--- src/rtl/gpc_pkg.sv ---
package gpc_pkg;
  localparam int OFS_W     = 6;
  localparam int REG_W     = 16;
  localparam int NUM_SLOTS = 7;

  localparam logic [REG_W-1:0] STATUS_VALUE = 16'h0002;
  localparam logic [REG_W-1:0] POWER_FORCE  = 16'h8040;
  localparam int               POWER_TRIG   = 7;

  typedef enum logic [3:0] {
    SEL_MODE, SEL_DIV, SEL_STATUS, SEL_POWER, SEL_CLKC,
    SEL_IRAW, SEL_IMASK, SEL_ISTAT, SEL_DIR, SEL_LVL_W,
    SEL_LVL_R, SEL_NONE
  } reg_sel_e;

  // Storage slot i of the control block answers to this selector.
  function automatic reg_sel_e slot_sel(input int i);
    case (i)
      0:       return SEL_MODE;
      1:       return SEL_DIV;
      2:       return SEL_POWER;
      3:       return SEL_CLKC;
      4:       return SEL_IRAW;
      5:       return SEL_IMASK;
      default: return SEL_ISTAT;
    endcase
  endfunction

  localparam int POWER_SLOT = 2;
endpackage

--- src/rtl/gpc_decode.sv ---
module gpc_decode
  import gpc_pkg::*;
(
  input  logic [OFS_W-1:0] ofs,
  output reg_sel_e         sel,
  output logic             mapped
);
  always_comb begin
    case (ofs)
      6'h00:   sel = SEL_MODE;
      6'h04:   sel = SEL_DIV;
      6'h08:   sel = SEL_STATUS;
      6'h0C:   sel = SEL_POWER;
      6'h10:   sel = SEL_CLKC;
      6'h14:   sel = SEL_IRAW;
      6'h18:   sel = SEL_IMASK;
      6'h1C:   sel = SEL_ISTAT;
      6'h20:   sel = SEL_DIR;
      6'h24:   sel = SEL_LVL_W;
      6'h28:   sel = SEL_LVL_R;
      default: sel = SEL_NONE;
    endcase
    mapped = (sel != SEL_NONE);
  end
endmodule

--- src/rtl/gpc_ctrl_regs.sv ---
module gpc_ctrl_regs
  import gpc_pkg::*;
(
  input  logic             clk,
  input  logic             rst,
  input  logic             wr,
  input  reg_sel_e         sel,
  input  logic [REG_W-1:0] wdata,
  output logic [REG_W-1:0] rdata
);
  logic [REG_W-1:0] slot_q [NUM_SLOTS];

  for (genvar i = 0; i < NUM_SLOTS; i++) begin : g_slot
    logic [REG_W-1:0] store_val;
    if (i == POWER_SLOT) begin : g_power
      assign store_val = wdata[POWER_TRIG] ? (wdata | POWER_FORCE) : wdata;
    end else begin : g_plain
      assign store_val = wdata;
    end

    always_ff @(posedge clk) begin
      if (rst)
        slot_q[i] <= '0;
      else if (wr && sel == slot_sel(i))
        slot_q[i] <= store_val;
    end
  end

  always_comb begin
    rdata = '0;
    for (int i = 0; i < NUM_SLOTS; i++)
      if (sel == slot_sel(i)) rdata = slot_q[i];
  end

  // power write with the trigger bit leaves both forced bits set
  p_power_force_r4: assert property (@(posedge clk) disable iff (rst)
    (wr && sel == SEL_POWER && wdata[POWER_TRIG]) |=>
      (slot_q[POWER_SLOT][15] && slot_q[POWER_SLOT][6]));

  // a plain slot that is not written keeps its value
  p_mode_hold_r3: assert property (@(posedge clk) disable iff (rst)
    !(wr && sel == SEL_MODE) |=> $stable(slot_q[0]));
endmodule

--- src/rtl/gpc_gpio.sv ---
module gpc_gpio #(
  parameter int LINES = 16,
  localparam int IDX_W = $clog2(LINES)
) (
  input  logic             clk,
  input  logic             rst,
  input  logic             dir_we,
  input  logic             lvl_we,
  input  logic [LINES-1:0] wdata,
  input  logic             ev_valid,
  input  logic [IDX_W-1:0] ev_idx,
  input  logic             ev_level,
  output logic [LINES-1:0] dir_q,
  output logic [LINES-1:0] level_q,
  output logic [LINES-1:0] out_level,
  output logic [LINES-1:0] out_change
);
  logic [LINES-1:0] ev_hit;
  logic [LINES-1:0] dir_nxt, lvl_nxt, eff_nxt;
  logic             refresh;

  for (genvar g = 0; g < LINES; g++) begin : g_hit
    assign ev_hit[g] = ev_valid && (ev_idx == IDX_W'(g));
  end

  assign dir_nxt = dir_we ? wdata : dir_q;
  // Bus write beats an input event on the level register.
  assign lvl_nxt = lvl_we ? (wdata & dir_q)
                          : ((level_q & ~ev_hit) | (ev_hit & {LINES{ev_level}}));
  assign refresh = dir_we || lvl_we;
  assign eff_nxt = lvl_nxt & dir_nxt;

  always_ff @(posedge clk) begin
    if (rst) begin
      dir_q      <= '0;
      level_q    <= '0;
      out_level  <= '0;
      out_change <= '0;
    end else begin
      dir_q   <= dir_nxt;
      level_q <= lvl_nxt;
      if (refresh) begin
        out_level  <= eff_nxt;
        out_change <= eff_nxt ^ out_level;
      end else begin
        out_change <= '0;
      end
    end
  end

  // strobe marks exactly the bits that moved on the outputs
  p_change_diff_r8: assert property (@(posedge clk) disable iff (rst)
    1'b1 |=> (out_change == (out_level ^ $past(out_level))));

  // no strobe without a refreshing write
  p_change_quiet_r8: assert property (@(posedge clk) disable iff (rst)
    !refresh |=> (out_change == '0));

  // stored level is the written value masked by the prior direction
  p_level_masked_r6: assert property (@(posedge clk) disable iff (rst)
    lvl_we |=> (level_q == ($past(wdata) & $past(dir_q))));

  // an event alone never moves the outputs
  p_event_silent_r9: assert property (@(posedge clk) disable iff (rst)
    (ev_valid && !refresh) |=> $stable(out_level));
endmodule

--- src/rtl/gpio_companion.sv ---
module gpio_companion
  import gpc_pkg::*;
#(
  parameter int ADDR_W = 12,
  parameter int DATA_W = 32,
  parameter int LINES  = 16,
  localparam int IDX_W = $clog2(LINES)
) (
  input  logic              clk,
  input  logic              rst,
  input  logic [ADDR_W-1:0] bus_addr,
  input  logic [DATA_W-1:0] bus_wdata,
  input  logic              bus_we,
  input  logic              bus_re,
  output logic [REG_W-1:0]  bus_rdata,
  output logic              bad_access,
  input  logic              in_valid,
  input  logic [IDX_W-1:0]  in_line,
  input  logic              in_level,
  output logic [LINES-1:0]  out_level,
  output logic [LINES-1:0]  out_change
);
  reg_sel_e         sel;
  logic             mapped;
  logic [REG_W-1:0] wdata16;
  logic [REG_W-1:0] ctrl_rd;
  logic [REG_W-1:0] rd_mux;
  logic [LINES-1:0] dir_q, level_q;
  logic             gpio_lvl_we;

  assign wdata16     = bus_wdata[REG_W-1:0];
  assign gpio_lvl_we = bus_we && (sel == SEL_LVL_W || sel == SEL_LVL_R);

  gpc_decode u_dec (
    .ofs    (bus_addr[OFS_W-1:0]),
    .sel    (sel),
    .mapped (mapped)
  );

  gpc_ctrl_regs u_ctrl (
    .clk   (clk),
    .rst   (rst),
    .wr    (bus_we),
    .sel   (sel),
    .wdata (wdata16),
    .rdata (ctrl_rd)
  );

  gpc_gpio #(.LINES(LINES)) u_gpio (
    .clk        (clk),
    .rst        (rst),
    .dir_we     (bus_we && sel == SEL_DIR),
    .lvl_we     (gpio_lvl_we),
    .wdata      (wdata16[LINES-1:0]),
    .ev_valid   (in_valid),
    .ev_idx     (in_line),
    .ev_level   (in_level),
    .dir_q      (dir_q),
    .level_q    (level_q),
    .out_level  (out_level),
    .out_change (out_change)
  );

  always_comb begin
    case (sel)
      SEL_STATUS:           rd_mux = STATUS_VALUE;
      SEL_DIR:              rd_mux = REG_W'(dir_q);
      SEL_LVL_W, SEL_LVL_R: rd_mux = REG_W'(level_q);
      SEL_NONE:             rd_mux = '0;
      default:              rd_mux = ctrl_rd;
    endcase
  end

  always_ff @(posedge clk) begin
    if (rst) begin
      bus_rdata  <= '0;
      bad_access <= 1'b0;
    end else begin
      if (bus_re) bus_rdata <= rd_mux;
      bad_access <= (bus_we || bus_re) && !mapped;
    end
  end

  // unmapped reads return zero
  p_unmapped_zero_r11: assert property (@(posedge clk) disable iff (rst)
    (bus_re && !mapped) |=> (bus_rdata == '0));

  // status offset always reads its fixed value
  p_status_fixed_r5: assert property (@(posedge clk) disable iff (rst)
    (bus_re && sel == SEL_STATUS) |=> (bus_rdata == STATUS_VALUE));

  // read data holds without a read
  p_rdata_hold_r12: assert property (@(posedge clk) disable iff (rst)
    !bus_re |=> $stable(bus_rdata));
endmodule

--- config.mk ---
export PLATFORM = sky130hd
export DESIGN_NAME = gpio_companion
export DESIGN_NICKNAME = d
export VERILOG_FILES = /design/src/rtl/gpc_pkg.sv /design/src/rtl/gpc_decode.sv /design/src/rtl/gpc_ctrl_regs.sv /design/src/rtl/gpc_gpio.sv /design/src/rtl/gpio_companion.sv
export SDC_FILE = /design/constraint.sdc
export NUM_CORES = 1
export LEC_CHECK = 0
export BUFFER_PORTS_ARGS = -buffer_cell sky130_fd_sc_hd__buf_4
export CORE_MARGIN = 5
export CORE_UTILIZATION = 45
export CTS_BUF_LIST = sky130_fd_sc_hd__clkbuf_8
export DETAILED_ROUTE_END_ITERATION = 8
export SLEW_MARGIN = 20
export SYNTH_ARGS = -nofsm -noshare
export SYNTH_HDL_FRONTEND = slang
export SYNTH_SLANG_ARGS = --single-unit
export TNS_END_PERCENT = 100
--- constraint.sdc ---
create_clock -name clk -period 6.57 [get_ports clk]
set_clock_uncertainty 0.15 [all_clocks]
set_input_delay 0.9855 -clock clk [delete_from_list [all_inputs] [get_ports clk]]
set_output_delay 0.9855 -clock clk [all_outputs]
set_load 0.03 [all_outputs]
==> out/metrics.cfg, run 1 <==
[cells_and_area]
fin_util=0.520
antenna_cells=0
fillers=1769
regArea_sq_um=4980
drive_above_1_share=0.179
syn2layout_area_growth_pct=12.9
fin_nets=945
multi_input_area_sq_um=3760
fin_cells=1169

[detailed_routing]
drc_errors=0
via_per_inst=5.92
drt_iter0_drc=843
dr.pass1.iters=5
via_count=6922
wl_per_cell_um=20.7
wl_um=24200
antenna_left=0

[clock_tree]
numCtsBuffers=17
post-cts-setup-buffer-count=0
cts_hold_buf=0
path_clk_slew_ns=0.09
clkLatencyLatePin_ns=0.47
cts-root-buf=clkbuf_8
cts.sinks=193
cts_max_level=4
cts_tree=built
cts_resized=0
clockBufferDepth=2

[synth]
syn-num-nets=898
syn-cell-area_sq_um=9030
synthMuxAreaShare=0.0388
synthSimpleGateAreaFrac=0.212
synth_cell_types=54
yosysSeqAreaShare=0.552
synthCells=844
synth_top_family_by_area=simple AND/OR/NAND/NOR gates
synth_xor_area_frac=0.000970
synth_compound_area_frac=0.161
synth-main-ff-cell=edfxtp_1
ys_warn_count=0
synth_edf_count=112
synthArstFlopShare=0
postSynthAreaPerCell_sq_um=10.7
synth_fa_ha_area_frac=0
synth-seq-cells=193

[global_route]
antenna_found_initial=0
grt_max_degree=72
grt_pass1_vias=6972
grt_usage=0.215
grt_overflow=0
grt_pass1_wl_um=38100

[worst_setup_path]
path_cells=buf_4, and2_1, buf_4, nand3_1, nor3b_2, and2_1
cp-end-kind=flip-flop
cp.required_ns=6.75
worstPathMaxFanout=43
start_kind=input pin
cpPeakStageDelay_ns=0.81
arrival_ns=3.60
cp_slowest_cell=nor3b_2
worst-setup-path-type=in -> reg

[power_and_ir_drop]
clkPwrFrac=0.353
p_sw_uw=570
power_mw=2.37
p_per_area_nw_per_um2=233
internal_power_mw=1.80
p_comb_frac=0.084
p_leak_nw=3.56
vdd_ir_drop_max_mv=0.143
swShare=0.240
pwr-share-seq=0.564

[outcome]
outcome=finished, final reports clean

[placed_design]
numPortBuffers=80
place_ws_ns=2.68
hpwlAfterDp_um=16400
dp_cells=1137
place_congestion=0.884

[floorplanning]
start_util=0.461
io_pins=103
num_rows=51
die_x_um=152
fp.coreArea_sq_um=19600
die_h_um=152
fp.dieArea_sq_um=23000

[sta]
tightestPinTransition_ns=1.04
finalSetupViolations=0
final.period_utilization=0.521
min_period_ns=3.42
worst_slack_ns=3.15
timing.slew.headroom=0.300
rsz0062_at_grt=no
hold_viol_final=0
setup_tns_ns=0
fmax_mhz=292
slew_viol_final=0

[job]
drv_cap=0

[worst_hold_path]
hp-class=reg -> reg

-- cell usage in the layout (no fill, tap or decap), types with 17 or more instances in the layout --
cell type  Yosys  layout
dfxtp_1       81      81
o21a_1        18      18
o21ai_0       28      22
edfxtp_1     112     112
buf_4          4      91
a21oi_1       31      31
and3_1        18      18
o22ai_1       31      31
and2_1       113     113
a22oi_1       30      30
nor3_1        54      52
clkbuf_8       0      17
nand2_1       23      23
mux2i_1       17      17
nand3_1       46      46
nor2_1        42      42
-- path summary, 6_finish.rpt --
| check | end | from | slack (ns) | depth (start not counted) |
|---|---|---|---|---|
| worst max-delay path | u_ctrl.slot_q[1][44] | bus_addr[2] | 3.15 | 6 |
| worst max register to register | bus_rdata[12] | u_ctrl.slot_q[1][12] | 4.96 | 5 |
| worst min-delay path | bus_rdata[2] | bus_rdata[2] | 0.34 | 2 |
| worst min register to register | bus_rdata[2] | bus_rdata[2] | 0.34 | 2 |
-- cell usage after synthesis, types with 15 or more instances --
cell type / n / area, sq um
a21oi_1: 31 / 155
a22oi_1: 30 / 225
nor3_1: 54 / 270
a311oi_1: 15 / 131
nand2_1: 23 / 86.3
o22ai_1: 31 / 194
buf_2: 19 / 95.1
o21ai_0: 28 / 140
and2_1: 113 / 707
a2bb2oi_1: 15 / 131
dfxtp_1: 81 / 1620
mux2_2: 16 / 180
o211ai_1: 16 / 120
o21a_1: 18 / 135
nand3_1: 46 / 230
clkbuf_1: 34 / 128
mux2i_1: 17 / 170
edfxtp_1: 112 / 3360
nor2_1: 42 / 158
and3_1: 18 / 113
-- area by class of cell --
class | count | area share
Multi-Input combinational cell | 586 | 0.369
Sequential cell | 193 | 0.489
Clock buffer | 17 | 0.0230
Inverter | 2 | 0.000736
Timing Repair Buffer | 91 | 0.0670
Tap cell | 265 | 0.0325
Clock inverter | 15 | 0.0189
-- worst max-delay path, delay by kind of cell --
kind,cells,cell delay (ns)
and+or+nand+nor,4,1.78
buffers and inverters,2,0.78
-- routing by layer --
| metal | vias up | global-route usage | wire length, um |
|---|---|---|---|
| li1 | 3246 | - | - |
| met5 | - | 0 | 0 |
| met3 | 41 | 0.0413 | 1370 |
| met4 | 0 | 0.0777 | 636 |
| met2 | 260 | 0.348 | 11400 |
| met1 | 3375 | 0.288 | 10800 |
-- registers in the layout (all words and copies together) (netlist names) --
name,cells
u_ctrl.slot_q,112
bus_rdata,16
u_gpio.dir_q,16
u_gpio.level_q,16
u_gpio.out_change,16
u_gpio.out_level,16
bad_access,1
-- stage by stage --
| stage | hold WS (ns) | area, sq um |
|---|---|---|
| finish | 0.342 | 10200 |
| global route | 0.366 | 10200 |
| CTS | 0.343 | 10200 |
| detailed placement | 0.328 | 9770 |
| global placement | 0.313 | 9750 |
| floorplan | 0.304 | 9030 |
-- kinds of logic (layout without fill, tap and decap cells) --
group / count (synthesis) / after routing
AOI/OAI and AO/OA: 216 / 216
xor gates and xnor gates: 1 / 1
buffers and inverters: 65 / 125
DFF: 193 / 193
muxes: 33 / 33
and+or+nand+nor: 336 / 336
-- power groups by stage --
stage	clock [mW]	sequential (mW)	combinational, mW
floorplan	0	1.37	0.106
global placement	0	1.36	0.193
detailed placement	0	1.36	0.198
CTS	0.850	1.34	0.198
global route	0.903	1.34	0.214
finish	0.836	1.34	0.199
(Power assumes the default switching activity.)
==> run 2, diff against run 1 <==
--- a/config.mk
+++ b/config.mk
@@ -5,6 +5,7 @@
 export SDC_FILE = /design/constraint.sdc
 export NUM_CORES = 1
 export LEC_CHECK = 0
+export ABC_AREA = 1
 export BUFFER_PORTS_ARGS = -buffer_cell sky130_fd_sc_hd__buf_4
 export CORE_MARGIN = 5
 export CORE_UTILIZATION = 45
==> constraint.sdc (replaced) <==
create_clock -name clk -period 3.2 [get_ports clk]
set_clock_uncertainty 0.15 [all_clocks]
set_input_delay 0.48 -clock clk [delete_from_list [all_inputs] [get_ports clk]]
set_output_delay 0.48 -clock clk [all_outputs]
set_load 0.03 [all_outputs]
==> out/metrics.cfg, run 2 <==
[outcome]
outcome=finished, final reports clean

[worst_setup_path]
cp_slowest_cell=nand3_1
cp_num_buf_inv=1  ; -1
arrival_ns=2.41  ; -1.19 ns
path_cells=buf_4, nor2_2, nand2_1, nor2_2, nand3_1, nor2_1
cp-end-kind=flip-flop
cpPeakStageDelay_ns=0.62  ; -0.19 ns
cp_top_family=simple AND/OR/NAND/NOR gates
worst-setup-path-type=in -> reg
worstPathMaxFanout=16  ; -63%
start_kind=input pin
cp.required_ns=3.35  ; -3.40 ns
crit_top_cell=nor2_2

[global_route]
grt_pass1_wl_um=34600  ; -9.2%
grt_overflow=0  ; unchanged
grt_max_degree=38  ; -47%
grt_pass1_vias=6781  ; -2.7%
grt_usage=0.201  ; -0.0141
antenna_found_initial=0  ; unchanged

[job]
drv_cap=0  ; unchanged

[cells_and_area]
fillers=1846  ; +4.4%
final_common_cell=nand2_1
final_cell_mix=nand2_1, nor2_1, edfxtp_1
antenna_cells=0  ; unchanged
stdcell_area_sq_um=10000  ; -1.7%
drive_above_1_share=0.139  ; -0.0404
fin_nets=1165  ; +23%
top_register=u_ctrl.slot_q
fin_cells=1384  ; +18%
regArea_sq_um=4980  ; unchanged
syn2layout_area_growth_pct=15.3
largest_reg_flops=112  ; unchanged
multi_input_area_sq_um=3140  ; -16%

[detailed_routing]
via_per_inst=5.13  ; -13%
wl_per_cell_um=15.7  ; -24%
dr.pass1.iters=5  ; unchanged
via_count=7098  ; +2.5%
top_layer_used=met4
drc_errors=0  ; unchanged
drt_iter0_drc=541  ; -36%
antenna_left=0  ; unchanged
wl_met3_um=978  ; -29%
met1_length_um=9680  ; -10%
wl_met2_um=10800  ; -5.1%
wl_um=21700  ; -10%

[synth]
ys_warn_count=0  ; unchanged
yosysSeqAreaShare=0.573  ; +0.0213
synth_compound_area_frac=0.0818  ; -0.0796
postSynthAreaPerCell_sq_um=8.42  ; -21%
synth_xor_area_frac=0  ; -0.000970
synth_edf_count=112  ; unchanged
synthTopCellsByArea=edfxtp_1, dfxtp_1, nand2_1
synth_cell_types=30  ; -44%
synth-main-ff-cell=edfxtp_1
ys_top_cells_by_count=nand2_1, nor2_1, edfxtp_1
synth_fa_ha_area_frac=0  ; unchanged
synth_top_area_cell=edfxtp_1
synthCells=1032  ; +22%
synth.top_cell.area_share=0.387  ; +0.0144
syn-num-nets=1086  ; +21%
synthMuxAreaShare=0  ; -0.0388
synth.most_common_cell=nand2_1
synthSimpleGateAreaFrac=0.280  ; +0.0676
syn-cell-area_sq_um=8690  ; -3.7%
synthArstFlopShare=0  ; unchanged
synth_top_family_by_area=simple AND/OR/NAND/NOR gates
synth-seq-cells=193  ; unchanged

[sta]
hold_viol_final=0  ; unchanged
final.period_utilization=0.705
min_period_ns=2.26
rsz0062_at_grt=no
fmax_mhz=443
setup_tns_ns=0  ; unchanged
finalSetupViolations=0  ; unchanged
slew_viol_final=0  ; unchanged
timing.slew.headroom=0.504  ; +0.204
tightestPinTransition_ns=0.743  ; -0.302 ns

[power_and_ir_drop]
swShare=0.252  ; +0.0115
pwr-share-seq=0.582  ; +0.018
vdd_ir_drop_max_mv=0.276  ; +94%
internal_power_mw=3.53  ; +96%
p_comb_frac=0.074  ; -0.010
p_per_area_nw_per_um2=471  ; +100%
p_sw_mw=1.19  ; +110%
p_leak_nw=4.09  ; +15%
clkPwrFrac=0.344  ; -0.009

[clock_tree]
clockBufferDepth=2  ; unchanged
clkLatencyLatePin_ns=0.47  ; about the same
post-cts-setup-buffer-count=0  ; unchanged
cts_tree=built
cts.sinks=193  ; unchanged
cts_resized=0  ; unchanged
cts_hold_buf=0  ; unchanged
cts-root-buf=clkbuf_8
path_clk_slew_ns=0.10  ; about the same
cts_max_level=4  ; unchanged
numCtsBuffers=17  ; unchanged

[floorplanning]
fp.dieArea_sq_um=22200  ; -3.5%
num_rows=50  ; -2.0%
die_h_um=149  ; -1.8%
start_util=0.460  ; -0.000748
die_x_um=149  ; -1.8%
fp.coreArea_sq_um=18900  ; -3.6%
io_pins=103  ; unchanged

[placed_design]
place_congestion=0.861  ; -2.6%
dp_cells=1352  ; +19%
numPortBuffers=80  ; unchanged
dpl_cell_area_sq_um=9620  ; -1.5%
hpwlAfterDp_um=15800  ; -3.6%

[worst_hold_path]
hp-class=in -> reg

## run 2: cells by family (layout without fill, tap and decap cells)
kind of cell	after synthesis	in the layout
AND/OR/NAND/NOR	567	567
buffers and inverters	142	234
flip-flops	193	193
AO/OA/AOI/OAI	130	130
## run 2: power groups by stage
stage | Sequential [mW] | Clock [mW] | Combinational (mW)
6_report | 2.74 | 1.62 | 0.350
3_5_place_dp | 2.80 | 0 | 0.351
4_1_cts | 2.74 | 1.66 | 0.353
2_1_floorplan | 2.83 | 0 | 0.168
5_1_grt | 2.76 | 1.75 | 0.387
3_3_place_gp | 2.80 | 0 | 0.349
## run 2: worst paths after layout
path                           end                  from  cells after the start  slack [ns]
min reg2reg  u_gpio.out_change[12]  u_gpio.out_level[12]                      2        0.35
min               u_gpio.dir_q[11]         bus_wdata[11]                      3        0.17
max            u_ctrl.slot_q[0][5]           bus_addr[1]                      6        0.94
max reg2reg          bus_rdata[11]  u_ctrl.slot_q[0][27]                      6        1.87
## run 2: cell type report
| cell class | count | share of cell area |
|---|---|---|
| Multi-Input combinational cell | 697 | 0.314 |
| Tap cell | 260 | 0.0325 |
| Sequential cell | 193 | 0.498 |
| Clock inverter | 15 | 0.0169 |
| Clock buffer | 17 | 0.0234 |
| Inverter | 94 | 0.0352 |
| Timing Repair Buffer | 108 | 0.0809 |
## run 2: per-layer routing
metal / up-vias / GRT usage
met4: 0 / 0.0568
met2: 148 / 0.340
met3: 15 / 0.0365
met5: - / 0
li1: 3597 / -
met1: 3338 / 0.265
## run 2: per-stage QoR
stage	utilization	total power, mW	hold slack, ns	setup WS [ns]
4_1_cts	0.530	4.75	0.139	0.948
2_1_floorplan	-	3.00	0.326	0.100
5_1_grt	0.530	4.90	0.151	0.683
6_report	0.530	4.72	0.174	0.943
3_3_place_gp	0.509	3.15	0.335	0.488
3_5_place_dp	0.509	3.15	0.334	0.453
## run 2: worst reg2reg max path: cells and delay by family, from the launching register on
family	cells	cell delay [ns]
simple gates	6	0.71
flops	1	0.38
==> run 3, diff against run 2 <==
--- a/config.mk
+++ b/config.mk
@@ -5,12 +5,13 @@
 export SDC_FILE = /design/constraint.sdc
 export NUM_CORES = 1
 export LEC_CHECK = 0
-export ABC_AREA = 1
+export ABC_AREA = 0
 export BUFFER_PORTS_ARGS = -buffer_cell sky130_fd_sc_hd__buf_4
 export CORE_MARGIN = 5
 export CORE_UTILIZATION = 45
 export CTS_BUF_LIST = sky130_fd_sc_hd__clkbuf_8
 export DETAILED_ROUTE_END_ITERATION = 8
+export PLACE_DENSITY = 0.66
 export SLEW_MARGIN = 20
 export SYNTH_ARGS = -nofsm -noshare
 export SYNTH_HDL_FRONTEND = slang
==> constraint.sdc (replaced) <==
create_clock -name clk -period 1.8 [get_ports clk]
set_clock_uncertainty 0.15 [all_clocks]
set_input_delay 0.27 -clock clk [delete_from_list [all_inputs] [get_ports clk]]
set_output_delay 0.27 -clock clk [all_outputs]
set_load 0.03 [all_outputs]
==> out/metrics.cfg, run 3 (same netlist as run 1, synthesis figures left out) <==
[outcome]
outcome=finished, final reports clean

[clock_tree]
cts_tree=built
path_clk_slew_ns=0.10  ; about the same
numCtsBuffers=17  ; unchanged
cts_hold_buf=15  ; +15
cts.sinks=193  ; unchanged
post-cts-setup-buffer-count=0  ; unchanged
cts_resized=0  ; unchanged
clockBufferDepth=2  ; unchanged
cts_max_level=4  ; unchanged
cts-root-buf=clkbuf_8
clkLatencyLatePin_ns=0.47  ; about the same

[power_and_ir_drop]
p_sw_mw=2.10  ; +77%
internal_power_mw=6.28  ; +78%
p_leak_nw=4.17  ; +2.1%
p_per_area_nw_per_um2=738  ; +57%
vdd_ir_drop_max_mv=0.364  ; +32%
pwr-share-seq=0.582  ; about the same
power_mw=8.38  ; +78%
swShare=0.251  ; -0.00101
p_comb_frac=0.108  ; +0.034
clkPwrFrac=0.310  ; -0.034

[detailed_routing]
via_per_inst=5.70  ; +11%
wl_um=24400  ; +12%
drt_iter0_drc=518  ; -4.3%
drc_errors=0  ; unchanged
wl_per_cell_um=19.1  ; +22%
dr.pass1.iters=5  ; unchanged
via_count=7286  ; +2.6%
antenna_left=0  ; unchanged

[cells_and_area]
largest_reg_flops=112  ; unchanged
fin_nets=1054  ; -9.5%
top_register=u_ctrl.slot_q
final_common_cell=buf_4
antenna_cells=0  ; unchanged
final_cell_mix=buf_4, and2_1, edfxtp_1
drive_above_1_share=0.280  ; +0.142
syn2layout_area_growth_pct=25.9

[worst_setup_path]
arrival_ns=1.93  ; -0.48 ns
cpPeakStageDelay_ns=0.32  ; -0.30 ns
cp_top_family=simple AND/OR/NAND/NOR gates
path_cells=buf_4, nor4b_2, buf_4, and3_1, buf_4, and3_1, nor3_1, nor3_1
worstPathMaxFanout=9  ; -7
cp_num_buf_inv=3  ; +2
crit_start=bus_addr[1]
r2r_end=u_gpio.out_level[15]
regToRegStartpoint=u_gpio.level_q[15]
cp-end-kind=flip-flop
reg2regPathDepth=4  ; -2
cp.required_ns=2.03  ; -1.32 ns
cp.depth=8  ; +2
cp_slowest_cell=nor4b_2
crit_top_cell=buf_4
cp-endpoint=u_gpio.out_change[0]
start_kind=input pin
rrSetupSlack_ns=0.33  ; -1.54 ns
worst-setup-path-type=in -> reg

[sta]
setup_tns_ns=0  ; unchanged
timing.slew.headroom=0.660  ; +0.157
final.period_utilization=0.942
fmax_mhz=590
tightestPinTransition_ns=0.505  ; -0.238 ns
rsz0062_at_grt=no
finalSetupViolations=0  ; unchanged
fin_hold_ws_ns=0.0179  ; -0.156 ns
hold_viol_final=0  ; unchanged
slew_viol_final=0  ; unchanged
min_period_ns=1.69

[floorplanning]
num_rows=51  ; +2.0%
die_h_um=152  ; +1.8%
die_x_um=152  ; +1.8%
io_pins=103  ; unchanged
start_util=0.461  ; +0.000748
fp.dieArea_sq_um=23000  ; +3.6%
fp.coreArea_sq_um=19600  ; +3.7%

[global_route]
grt_overflow=0  ; unchanged
grt_max_degree=37  ; -2.6%
grt_pass1_wl_um=38400  ; +11%
antenna_found_initial=0  ; unchanged
grt_usage=0.218  ; +0.0173
grt_pass1_vias=7232  ; +6.7%

[worst_hold_path]
hp-class=in -> reg

[placed_design]
place_congestion=0.912  ; +5.9%
numPortBuffers=80  ; unchanged
hpwlAfterDp_um=17500  ; +11%

[job]
drv_cap=0  ; unchanged

## run 3: changes by cell type in the layout (fill, tap and decap cells not counted), moves of 28 or more
cell and delta:
nor2_1 -161, buf_4 +60, nand3_1 -32, nand4_1 -51, nor3_1 +51, o22ai_1 +30, inv_1 -89, nand2_1 -194
o21ai_0 -28, and2_1 +113
## run 3: layout make-up
| class | count | area, sq um |
|---|---|---|
| clock inverters | 15 | 114 |
| well taps | 265 | 332 |
| inverters | 2 | 12.5 |
| multi-input cells | 586 | 3940 |
| fillers | 1684 | 8230 |
| repair buffers | 200 | 1750 |
| clock buffers | 17 | 234 |
| flip-flops and latches | 193 | 4980 |
## run 3: worst min path at each step
stage	start	endpoint	cells after the start	slack, ns
after floorplan	bus_wdata[11]	u_gpio.level_q[11]	2	0.27
after global placement	u_gpio.dir_q[0]	u_gpio.dir_q[0]	2	0.32
after detailed placement	u_gpio.dir_q[0]	u_gpio.dir_q[0]	2	0.32
after CTS	bus_wdata[10]	u_ctrl.slot_q[0][58]	2	0.003
after global routing	bus_wdata[10]	u_ctrl.slot_q[0][26]	2	0.001
final	bus_wdata[10]	u_ctrl.slot_q[0][26]	2	0.02
## run 3: power groups by stage
stage          combinational [mW]  clock, mW  sequential, mW
2_1_floorplan               0.434          0            5.01
3_3_place_gp                0.869          0            4.97
3_5_place_dp                0.879          0            4.98
4_1_cts                     0.907       2.64            4.88
5_1_grt                     0.974       2.84            4.90
6_report                    0.906       2.60            4.88
## run 3: per-stage QoR
step	cells	setup slack [ns]	cell area (sq um)	util
final	1278	0.105	11400	0.580
after global routing	1278	0.0214	11400	0.580
after CTS	1278	0.138	11400	0.580
after detailed placement	1231	-0.344	10900	0.555
after global placement	1231	-0.355	10900	0.555
after floorplan	844	-0.182	9360	-
## run 3: per-layer routing
metal  global-route usage  wire, um  vias to the layer above
met4               0.0620       369                        0
met2                0.367     12100                      232
li1                     -         -                     3483
met5                    0         0                        -
met3               0.0357      1400                       25
met1                0.292     10500                     3546
## run 3: worst register-to-register path, delay by kind of cell, from the launching register on
kind	cells	cell delay [ns]
flops	1	0.33
compound gates	3	0.79
simple gates	1	0.10
